==> src/rtl/usb_ep_pkg.sv <==
package usb_ep_pkg;
  typedef enum logic [1:0] {
    CTL_MPS_8  = 2'd0,
    CTL_MPS_16 = 2'd1,
    CTL_MPS_32 = 2'd2,
    CTL_MPS_64 = 2'd3
  } ctl_mps_e;

  function automatic int unsigned ctl_limit(input logic [1:0] code);
    return 32'd8 << code;
  endfunction
endpackage

==> src/rtl/ep_match.sv <==
module ep_match #(
  parameter int NGEN  = 4,
  parameter int NUM_W = 4,
  parameter int IDX_W = $clog2(NGEN + 1)
) (
  input  logic [NUM_W-1:0]      tok_num,
  input  logic                  tok_in,
  input  logic                  tok_setup,
  input  logic                  ctl_dir_in,
  input  logic [NGEN-1:0]       gen_en,
  input  logic [NGEN-1:0]       gen_dir_in,
  input  logic [NGEN*NUM_W-1:0] gen_num,
  output logic [NGEN:0]         raw_hit,
  output logic [IDX_W-1:0]      win_idx,
  output logic                  win_valid,
  output logic                  multi
);
  logic tok_zero;
  assign tok_zero   = (tok_num == '0);
  assign raw_hit[0] = tok_zero && (tok_setup || (tok_in == ctl_dir_in));

  for (genvar g = 0; g < NGEN; g++) begin : g_cmp
    assign raw_hit[g+1] = gen_en[g] && !tok_setup && !tok_zero &&
                          (gen_dir_in[g] == tok_in) &&
                          (gen_num[g*NUM_W +: NUM_W] == tok_num);
  end

  always_comb begin
    int unsigned cnt;
    win_idx   = '0;
    win_valid = |raw_hit;
    cnt       = 0;
    for (int i = NGEN; i >= 0; i--) begin
      if (raw_hit[i]) win_idx = IDX_W'(i);
    end
    for (int i = 1; i <= NGEN; i++) begin
      if (raw_hit[i]) cnt++;
    end
    multi = (cnt > 1);
  end
endmodule

==> src/rtl/ep_size_check.sv <==
module ep_size_check
  import usb_ep_pkg::*;
#(
  parameter int NGEN  = 4,
  parameter int MPS_W = 11,
  parameter int IDX_W = $clog2(NGEN + 1)
) (
  input  logic [1:0]            ctl_mps,
  input  logic [NGEN*MPS_W-1:0] gen_mps,
  input  logic [IDX_W-1:0]      idx,
  input  logic [MPS_W-1:0]      count,
  output logic                  over
);
  logic [(NGEN+1)*MPS_W-1:0] limits;
  logic [MPS_W-1:0]          lim;

  assign limits = {gen_mps, MPS_W'(ctl_limit(ctl_mps))};
  assign lim    = limits[idx*MPS_W +: MPS_W];
  assign over   = (count > lim);
endmodule

==> src/rtl/ep_toggle_bank.sv <==
module ep_toggle_bank #(
  parameter int NEP   = 5,
  parameter int IDX_W = $clog2(NEP)
) (
  input  logic             clk,
  input  logic             rst,
  input  logic             bus_reset,
  input  logic [NEP-1:0]   clr,
  input  logic             upd,
  input  logic [IDX_W-1:0] upd_idx,
  input  logic             upd_flip,
  input  logic             upd_set1,
  output logic [NEP-1:0]   tog
);
  for (genvar e = 0; e < NEP; e++) begin : g_ep
    always_ff @(posedge clk) begin
      if (rst || bus_reset) begin
        tog[e] <= 1'b0;
      end else if (clr[e]) begin
        tog[e] <= 1'b0;
      end else if (upd && (upd_idx == IDX_W'(e))) begin
        if (upd_set1)      tog[e] <= 1'b1;
        else if (upd_flip) tog[e] <= ~tog[e];
      end
    end
  end
endmodule

==> src/rtl/usb_ep_router.sv <==
module usb_ep_router #(
  parameter int NGEN  = 4,
  parameter int NUM_W = 4,
  parameter int MPS_W = 11,
  parameter int IDX_W = $clog2(NGEN + 1)
) (
  input  logic                  clk,
  input  logic                  rst,
  input  logic                  tok_valid,
  input  logic [NUM_W-1:0]      tok_num,
  input  logic                  tok_in,
  input  logic                  tok_setup,
  input  logic                  ctl_dir_in,
  input  logic [1:0]            ctl_mps,
  input  logic [NGEN-1:0]       gen_en,
  input  logic [NGEN-1:0]       gen_dir_in,
  input  logic [NGEN*NUM_W-1:0] gen_num,
  input  logic [NGEN-1:0]       gen_tmode,
  input  logic [NGEN*MPS_W-1:0] gen_mps,
  input  logic                  rx_count_valid,
  input  logic [MPS_W-1:0]      rx_count,
  input  logic                  xfer_done,
  input  logic                  xfer_ok,
  input  logic                  bus_reset,
  output logic [NGEN:0]         hit,
  output logic [IDX_W-1:0]      sel_idx,
  output logic                  sel_valid,
  output logic                  conflict,
  output logic                  exp_data1,
  output logic                  ovf_err
);
  localparam int NEP = NGEN + 1;

  logic [NGEN:0]      raw_hit;
  logic [IDX_W-1:0]   win_idx;
  logic               win_valid, multi, over;
  logic [NEP-1:0]     tog_q;
  logic [NGEN-1:0]    en_q;
  logic               setup_q;
  logic [NEP-1:0]     tmode_all;
  logic [NEP-1:0]     clr;
  logic               upd, flip, set1;

  ep_match #(.NGEN(NGEN), .NUM_W(NUM_W), .IDX_W(IDX_W)) u_match (
    .tok_num(tok_num), .tok_in(tok_in), .tok_setup(tok_setup),
    .ctl_dir_in(ctl_dir_in), .gen_en(gen_en), .gen_dir_in(gen_dir_in),
    .gen_num(gen_num), .raw_hit(raw_hit), .win_idx(win_idx),
    .win_valid(win_valid), .multi(multi)
  );

  ep_size_check #(.NGEN(NGEN), .MPS_W(MPS_W), .IDX_W(IDX_W)) u_size (
    .ctl_mps(ctl_mps), .gen_mps(gen_mps), .idx(sel_idx),
    .count(rx_count), .over(over)
  );

  assign tmode_all = {gen_tmode, 1'b0};
  assign clr       = {gen_en & ~en_q, 1'b0};
  assign upd       = xfer_done && sel_valid;
  assign set1      = setup_q && (sel_idx == '0);
  assign flip      = tmode_all[sel_idx] || (xfer_ok && !ovf_err);

  ep_toggle_bank #(.NEP(NEP), .IDX_W(IDX_W)) u_tog (
    .clk(clk), .rst(rst), .bus_reset(bus_reset), .clr(clr),
    .upd(upd), .upd_idx(sel_idx), .upd_flip(flip), .upd_set1(set1),
    .tog(tog_q)
  );

  always_ff @(posedge clk) begin
    if (rst) begin
      hit       <= '0;
      sel_idx   <= '0;
      sel_valid <= 1'b0;
      conflict  <= 1'b0;
      exp_data1 <= 1'b0;
      setup_q   <= 1'b0;
      ovf_err   <= 1'b0;
      en_q      <= '0;
    end else begin
      en_q <= gen_en;
      if (tok_valid) begin
        hit       <= raw_hit;
        sel_idx   <= win_idx;
        sel_valid <= win_valid;
        conflict  <= multi;
        exp_data1 <= win_valid && tog_q[win_idx];
        setup_q   <= tok_setup && win_valid && (win_idx == '0);
        ovf_err   <= 1'b0;
      end else if (rx_count_valid && sel_valid && over) begin
        ovf_err   <= 1'b1;
      end
    end
  end
endmodule

==> config.mk <==
export PLATFORM = sky130hd
export DESIGN_NAME = usb_ep_router
export DESIGN_NICKNAME = d
export VERILOG_FILES = /design/src/rtl/usb_ep_pkg.sv /design/src/rtl/ep_match.sv /design/src/rtl/ep_size_check.sv /design/src/rtl/ep_toggle_bank.sv /design/src/rtl/usb_ep_router.sv
export SDC_FILE = /design/constraint.sdc
export NUM_CORES = 1
export LEC_CHECK = 0
export ABC_AREA = 1
export BUFFER_PORTS_ARGS = -buffer_cell sky130_fd_sc_hd__buf_4
export CORE_AREA = 8 8 80 117
export DETAILED_ROUTE_END_ITERATION = 10
export DIE_AREA = 0 0 88 125
export GPL_TIMING_DRIVEN = 0
export SLEW_MARGIN = 0
export SYNTH_ARGS = -nofsm -noshare
export SYNTH_HDL_FRONTEND = slang
export SYNTH_SLANG_ARGS = --single-unit
==> constraint.sdc <==
create_clock -name clk -period 6.6 [get_ports clk]
set_clock_uncertainty 0.15 [all_clocks]
set_input_delay 0.66 -clock clk [delete_from_list [all_inputs] [get_ports clk]]
set_output_delay 0.66 -clock clk [all_outputs]
set_load 0.02 [all_outputs]
== After elaboration in Yosys (flattened, before gate mapping) ==
Index checks and enable logic that the tools add are counted.
Widths: inputs -> output; s select.

* Register bits after elaboration: 22
* Input bits: 99
* Output and inout bits: 12
* Word-level logic and storage cells: 117

* Add/subtract/negate cells: 3
* Multiply operators: 1
* $lt $le $gt $ge: 4
* Equality and inequality tests: 13
* Shifts and indexed selects: 2
* Muxes and demuxes: 23
* Bitwise logic cells: 7
* Reduce and logical (&&, ||, !) cells: 51

{| class="wikitable"
|+ Operators by type and width
! operator !! number
|-
| $mux 32 || 3
|-
| $add 32x1->32 const B || 2
|-
| $shiftx 55x8->11 || 1
|-
| $gt 32x1->1 const B || 1
|-
| $logic_and 1x1->1 || 30
|-
| $eq 4x4->1 || 4
|-
| $mux 3 || 5
|-
| $mux 1 || 13
|-
| $gt 11x11->1 || 1
|-
| $shl 4x2->11 const A || 1
|-
| $reduce_and 2->1 || 5
|-
| $reduce_or 2->1 || 5
|-
| $lt 3x4->1 const B || 2
|-
| $mul 3x4->7 const B || 1
|-
| $bmux 1 s3 || 2
|-
| $eq 3x2->1 const B || 2
|-
| $logic_not 3->1 || 2
|-
| $eq 1x1->1 || 5
|-
| $not 1->1 || 5
|-
| $reduce_or 5->1 || 1
|-
| $and 4x4->4 || 1
|-
| $logic_not 4->1 || 1
|-
| $not 4->4 || 1
|-
| $eq 3x1->1 const B || 1
|-
| 5 further kinds || 9
|}

== Depth between registers and ports, before layout ==
* Depth in word-level cells: 13
* Gate-level depth with buffers: 16
* Mapped depth without buffers: 15

== Hierarchy ==
Synthesis repeated with hierarchy kept, for this count alone.

* Cell total of the unflattened synthesis: 442
* Area total of the unflattened synthesis: 2536.2 µm²

{| class="wikitable"
|+ By module, submodules not included
! module !! times used !! cells an instance !! area each (µm²) !! sequential area each (µm²)
|-
| ep_match || 1 || 148 || 754.5 || 0.0
|-
| usb_ep_router || 1 || 90 || 715.7 || 340.3
|-
| ep_size_check || 1 || 141 || 706.9 || 0.0
|-
| ep_toggle_bank || 1 || 63 || 359.1 || 100.1
|}

== Least setup slack after synthesis ==
Ideal clock, no wire load.

* Path kind: input to register
* From: input port tok_num[1]
* To: register conflict
* Setup time: 117 ps
* Arrival time: 2264 ps
* Required time: 6333 ps
* Setup slack: 4069 ps
* Stages: 14
* Path buffers: 1
* Cells stage by stage: buf_4 > inv_2 > nand2_1 > nand4_1 > nor3_4 > ha_1 > inv_1 > xor2_1 > inv_1 > ha_1 > nand2_1 > nand3_1 > nor2_1 > nor2_1

* Cells in the longest elaborated chain, start to end: 13
* Elaborated cells on any way between the ends: 26
* Those cells by class: add/sub: 3; order compare: 1; eq/ne: 4; mux: 4; reduce/logical: 14

{| class="wikitable"
|+ Ends and longest elaborated chain
! element !! RTL line !! RTL
|-
| start, declared || usb_ep_router.sv:10 || <nowiki>input logic [NUM_W-1:0] tok_num,</nowiki>
|-
| $logic_not 4->1 || ep_match.sv:19 || <nowiki>assign tok_zero = (tok_num == '0);</nowiki>
|-
| $logic_not 1->1 || ep_match.sv:23 || <nowiki>assign raw_hit[g+1] = gen_en[g] && !tok_setup && !tok_zero &&</nowiki>
|-
| $logic_and 1x1->1 (2 in a row) || ep_match.sv:23 ||
|-
| $logic_and 1x1->1 * || ep_match.sv:24 || <nowiki>(gen_dir_in[g] == tok_in) &&</nowiki>
|-
| net raw_hit[1] || usb_ep_router.sv:34 || <nowiki>logic [NGEN:0] raw_hit;</nowiki>
|-
| $mux 1 * || ep_match.sv:37 || <nowiki>if (raw_hit[i]) cnt++;</nowiki>
|-
| $add 1x1->2 || ep_match.sv:37 ||
|-
| $mux 32 * || ep_match.sv:37 ||
|-
| $add 32x1->32 || ep_match.sv:37 ||
|-
| $mux 32 * || ep_match.sv:37 ||
|-
| $add 32x1->32 || ep_match.sv:37 ||
|-
| $mux 32 * || ep_match.sv:37 ||
|-
| $gt 32x1->1 * || ep_match.sv:39 || <nowiki>multi = (cnt > 1);</nowiki>
|-
| end signal, assigned || usb_ep_router.sv:84 || <nowiki>conflict <= multi;</nowiki>
|-
| end, declared || usb_ep_router.sv:28 || <nowiki>output logic conflict,</nowiki>
|}

The timed path passes the listed nets; every way through them passes the cells marked *.
A chain may end at the register's enable or synchronous reset.

== Worst setup path in the final report ==
* From: register sel_idx[1]
* To: register ovf_err

* Cells in the longest elaborated chain, start to end: 4

{| class="wikitable"
|+ Ends and longest elaborated chain
! element !! RTL line !! RTL
|-
| start, declared || usb_ep_router.sv:26 || <nowiki>output logic [IDX_W-1:0] sel_idx,</nowiki>
|-
| start signal, assigned || usb_ep_router.sv:82 || <nowiki>sel_idx <= win_idx;</nowiki>
|-
| $mul 3x4->7 || ep_size_check.sv:18 || <nowiki>assign lim = limits[idx*MPS_W +: MPS_W];</nowiki>
|-
| $shiftx 55x8->11 || ep_size_check.sv:18 ||
|-
| $gt 11x11->1 || ep_size_check.sv:19 || <nowiki>assign over = (count > lim);</nowiki>
|-
| $logic_and 1x1->1 || usb_ep_router.sv:88 || <nowiki>end else if (rx_count_valid && sel_valid && over) begin</nowiki>
|-
| end signal, assigned || usb_ep_router.sv:76 || <nowiki>ovf_err <= 1'b0;</nowiki>
|-
| end signal, assigned || usb_ep_router.sv:87 || <nowiki>ovf_err <= 1'b0;</nowiki>
|-
| end signal, assigned || usb_ep_router.sv:89 || <nowiki>ovf_err <= 1'b1;</nowiki>
|-
| end, declared || usb_ep_router.sv:30 || <nowiki>output logic ovf_err</nowiki>
|}

No other way between the ends.

==> impl_metrics.env <==
export IMPL_status="complete, no violations"
export IMPL_critical_path_slowest_cell="a221oi_1"
export IMPL_p_per_area_nw_per_um2=125
export IMPL_min_path_type="reg2reg"
export IMPL_netlist_area_um2=2240
export IMPL_dr_pass1_iters=4
export IMPL_numCtsBuffers=3
export IMPL_end_kind="flip-flop"
export IMPL_portBuffers=107
export IMPL_postSynthAreaPerCell_um2=5.87
export IMPL_rr_worst_depth=14
export IMPL_whs_endpoint="hit[1]"
export IMPL_h_tree_depth=1
export IMPL_cp_data_arrival_time_ns=2.77
export IMPL_io_pins=111
export IMPL_leakage_nw=1.73
export IMPL_areaGrowthSynthToFinish_pct=45.7
export IMPL_p_int_uw=295
export IMPL_diodes=0
export IMPL_p_total_uw=408
export IMPL_path_clk_slew_ns=0.06
export IMPL_place_inst=594
export IMPL_crit_chain="buf_4 -> nor2_4 -> inv_1 -> nor2_1 -> buf_2 -> a22o_1 -> a221oi_1 -> ha_1 -> a21oi_1 -> o21ai_0 -> nand3_1 -> o2111ai_1 -> nand4_1 -> a21oi_1"
export IMPL_max_stage_delay_ns=0.42
export IMPL_track_usage=0.149
export IMPL_grt_pass1_vias=2864
export IMPL_max_clock_path_buffers=2
export IMPL_maxSlewHeadroom=0.651
export IMPL_ys_ff_latch=22
export IMPL_rsz0062_at_grt="false"
export IMPL_die_y_um=125
export IMPL_min_delay_start="hit[1]"
export IMPL_maxCapViolCount=0
export IMPL_cts_setup_buffers=0
export IMPL_cts_sinks=22
export IMPL_setup_viol=0
export IMPL_syn_num_nets=494
export IMPL_ctsHoldBuffers=0
export IMPL_drive_gt1_frac=0.278
export IMPL_num_rows=40
export IMPL_finalCoreUtilization=0.421
export IMPL_grt_pass1_wl_um=13400
export IMPL_fin_nets=606
export IMPL_vias=2838
export IMPL_synth_top_flop_cell="dfxtp_1"
export IMPL_synthCells=382
export IMPL_maxSlewViolCount=0
export IMPL_yosys_warnings=0
export IMPL_drc=0
export IMPL_cts_repair_resized=0
export IMPL_root_buffer="clkbuf_16"
export IMPL_overflow=0
export IMPL_ys_async_sr_fraction=0
export IMPL_dp_final_hpwl_um=7090
export IMPL_routabilityCongestion=0.854
export IMPL_coreArea_um2=7760
export IMPL_worstSkewPairLatency_ns=0.25
export IMPL_cts_tree="built"
export IMPL_hold_violations=0
export IMPL_antenna_found_initial=0
export IMPL_avgRoutedWirePerCell_um=13.8
export IMPL_pwr_share_clk=0.340
export IMPL_vdd_drop_max_mv=0.0918
export IMPL_die_width_um=88
export IMPL_start_kind="flip-flop"
export IMPL_crit_path_max_fanout=10
export IMPL_drt_iter0_drc=136
export IMPL_period_minus_slack_ns=2.78
export IMPL_grt_max_degree=13
export IMPL_crit_reg2reg_launch="sel_idx[1]"
export IMPL_power_switching_uw=112
export IMPL_ant_nets=0
export IMPL_power_frac_comb=0.321
export IMPL_reg2reg_setup_slack_ns=3.82
export IMPL_path_class="reg2reg"
export IMPL_critPathMostFrequentCell="a21oi_1"
export IMPL_min_path_cells=2
export IMPL_yosysSeqAreaShare=0.197
export IMPL_fmax_mhz=360
export IMPL_floorplan_initialDensity=0.289
export IMPL_final_cells=598
export IMPL_wl_um=8270
export IMPL_synthDistinctLibCells=34
export IMPL_tns_ns=0
export IMPL_required_ns=6.59
export IMPL_timing_critical_path_buf_inv=3
export IMPL_swShare=0.276
export IMPL_nFillCells=829
export IMPL_synth_edff_count=0
export IMPL_cp_top_family="compound AO/OA/AOI/OAI gates"
export IMPL_die_area_um2=11000
export IMPL_vias_per_cell=4.75
export IMPL_tightest_slew_ns=0.524
export IMPL_period_share=0.421
export IMPL_p_seq_frac=0.339
export IMPL_r2r_end="ovf_err"
-- flip-flops by register name, indices dropped and copies added, names as in the netlist --
name and cells:
hit 5, u_tog.tog 5, en_q 4, sel_idx 3, conflict 1, exp_data1 1, ovf_err 1, sel_valid 1
setup_q 1
-- cell type report --
cell class | count | area (um^2) | share of cell area
Tap cell | 105 | 131 | 0.0402
Multi-Input combinational cell | 295 | 1520 | 0.466
Buffer | 10 | 72.6 | 0.0222
Timing Repair Buffer | 107 | 803 | 0.246
Sequential cell | 22 | 440 | 0.135
Clock buffer | 4 | 88.8 | 0.0272
Inverter | 55 | 206 | 0.0632
-- worst register-to-register path, cell delays in order (launching register included) --
cell and delay [ns]:
dfxtp_1 0.33, buf_4 0.18, nor2_4 0.06, inv_1 0.08
nor2_1 0.08, buf_2 0.20, a22o_1 0.19, a221oi_1 0.42
ha_1 0.34, a21oi_1 0.14, o21ai_0 0.12, nand3_1 0.10
o2111ai_1 0.11, nand4_1 0.10, a21oi_1 0.06
-- synth_stat cells (4+ instances only) --
cell     number  share of area
a21oi_1      15          0.033
ha_1         13          0.073
inv_1        50          0.084
nor2_2        4          0.011
nand2_1      96           0.16
nor3_1        5          0.011
xor2_1        8          0.031
nor2_4        4          0.020
nand3_1      36          0.080
nand4_1       4          0.011
dfxtp_1      22           0.20
inv_2         5         0.0084
nor2_1       66           0.11
o21ai_0      18          0.040
-- how the worst max path moves through the flow --
stage                    start  endpoint  cells past startpoint
floorplan           tok_num[1]  conflict                     14
global placement     tok_setup  conflict                     15
detailed placement   tok_setup  conflict                     15
CTS                 sel_idx[1]   ovf_err                     14
global route        sel_idx[1]   ovf_err                     14
finish              sel_idx[1]   ovf_err                     14
-- cell families (layout without fill, tap and decap cells) --
kind of cell,Yosys count,count (layout),synth area share
buf+inv,65,176,0.125
fa+ha+maj,13,13,0.0726
compound gates,51,51,0.137
flops,22,22,0.197
xor+xnor,9,9,0.0352
simple gates,222,222,0.434
-- routing by layer --
metal  track usage  part of all wire
met1         0.160              0.40
met2         0.262              0.48
met5             0                 0
met3        0.0400             0.091
met4        0.0631             0.031
-- placed cells by master, fill, tap and decap left out, types with 5 or more instances in the layout --
cell / n
a21oi_1: 15
nand3_1: 36
dfxtp_1: 22
o21ai_0: 18
buf_4: 109
inv_1: 50
nand2_1: 96
inv_2: 5
xor2_1: 8
nor2_1: 66
ha_1: 13
nor3_1: 5
-- power by group through the flow --
| stage | sequential [mW] | clock [mW] | combinational [mW] |
|---|---|---|---|
| 4_1_cts | 0.138 | 0.141 | 0.131 |
| 2_1_floorplan | 0.143 | 0 | 0.0619 |
| 6_report | 0.138 | 0.139 | 0.131 |
| 3_3_place_gp | 0.141 | 0 | 0.129 |
| 3_5_place_dp | 0.141 | 0 | 0.131 |
| 5_1_grt | 0.139 | 0.146 | 0.147 |
-- metrics by stage --
stage	hold slack (ns)	area (um^2)	setup WS (ns)
after CTS	0.334	3260	3.82
after global routing	0.369	3260	3.68
after global placement	0.325	3180	3.77
after floorplan	0.308	2240	4.07
final	0.331	3260	3.82
after detailed placement	0.324	3180	3.72
(Power assumes the default switching activity.)
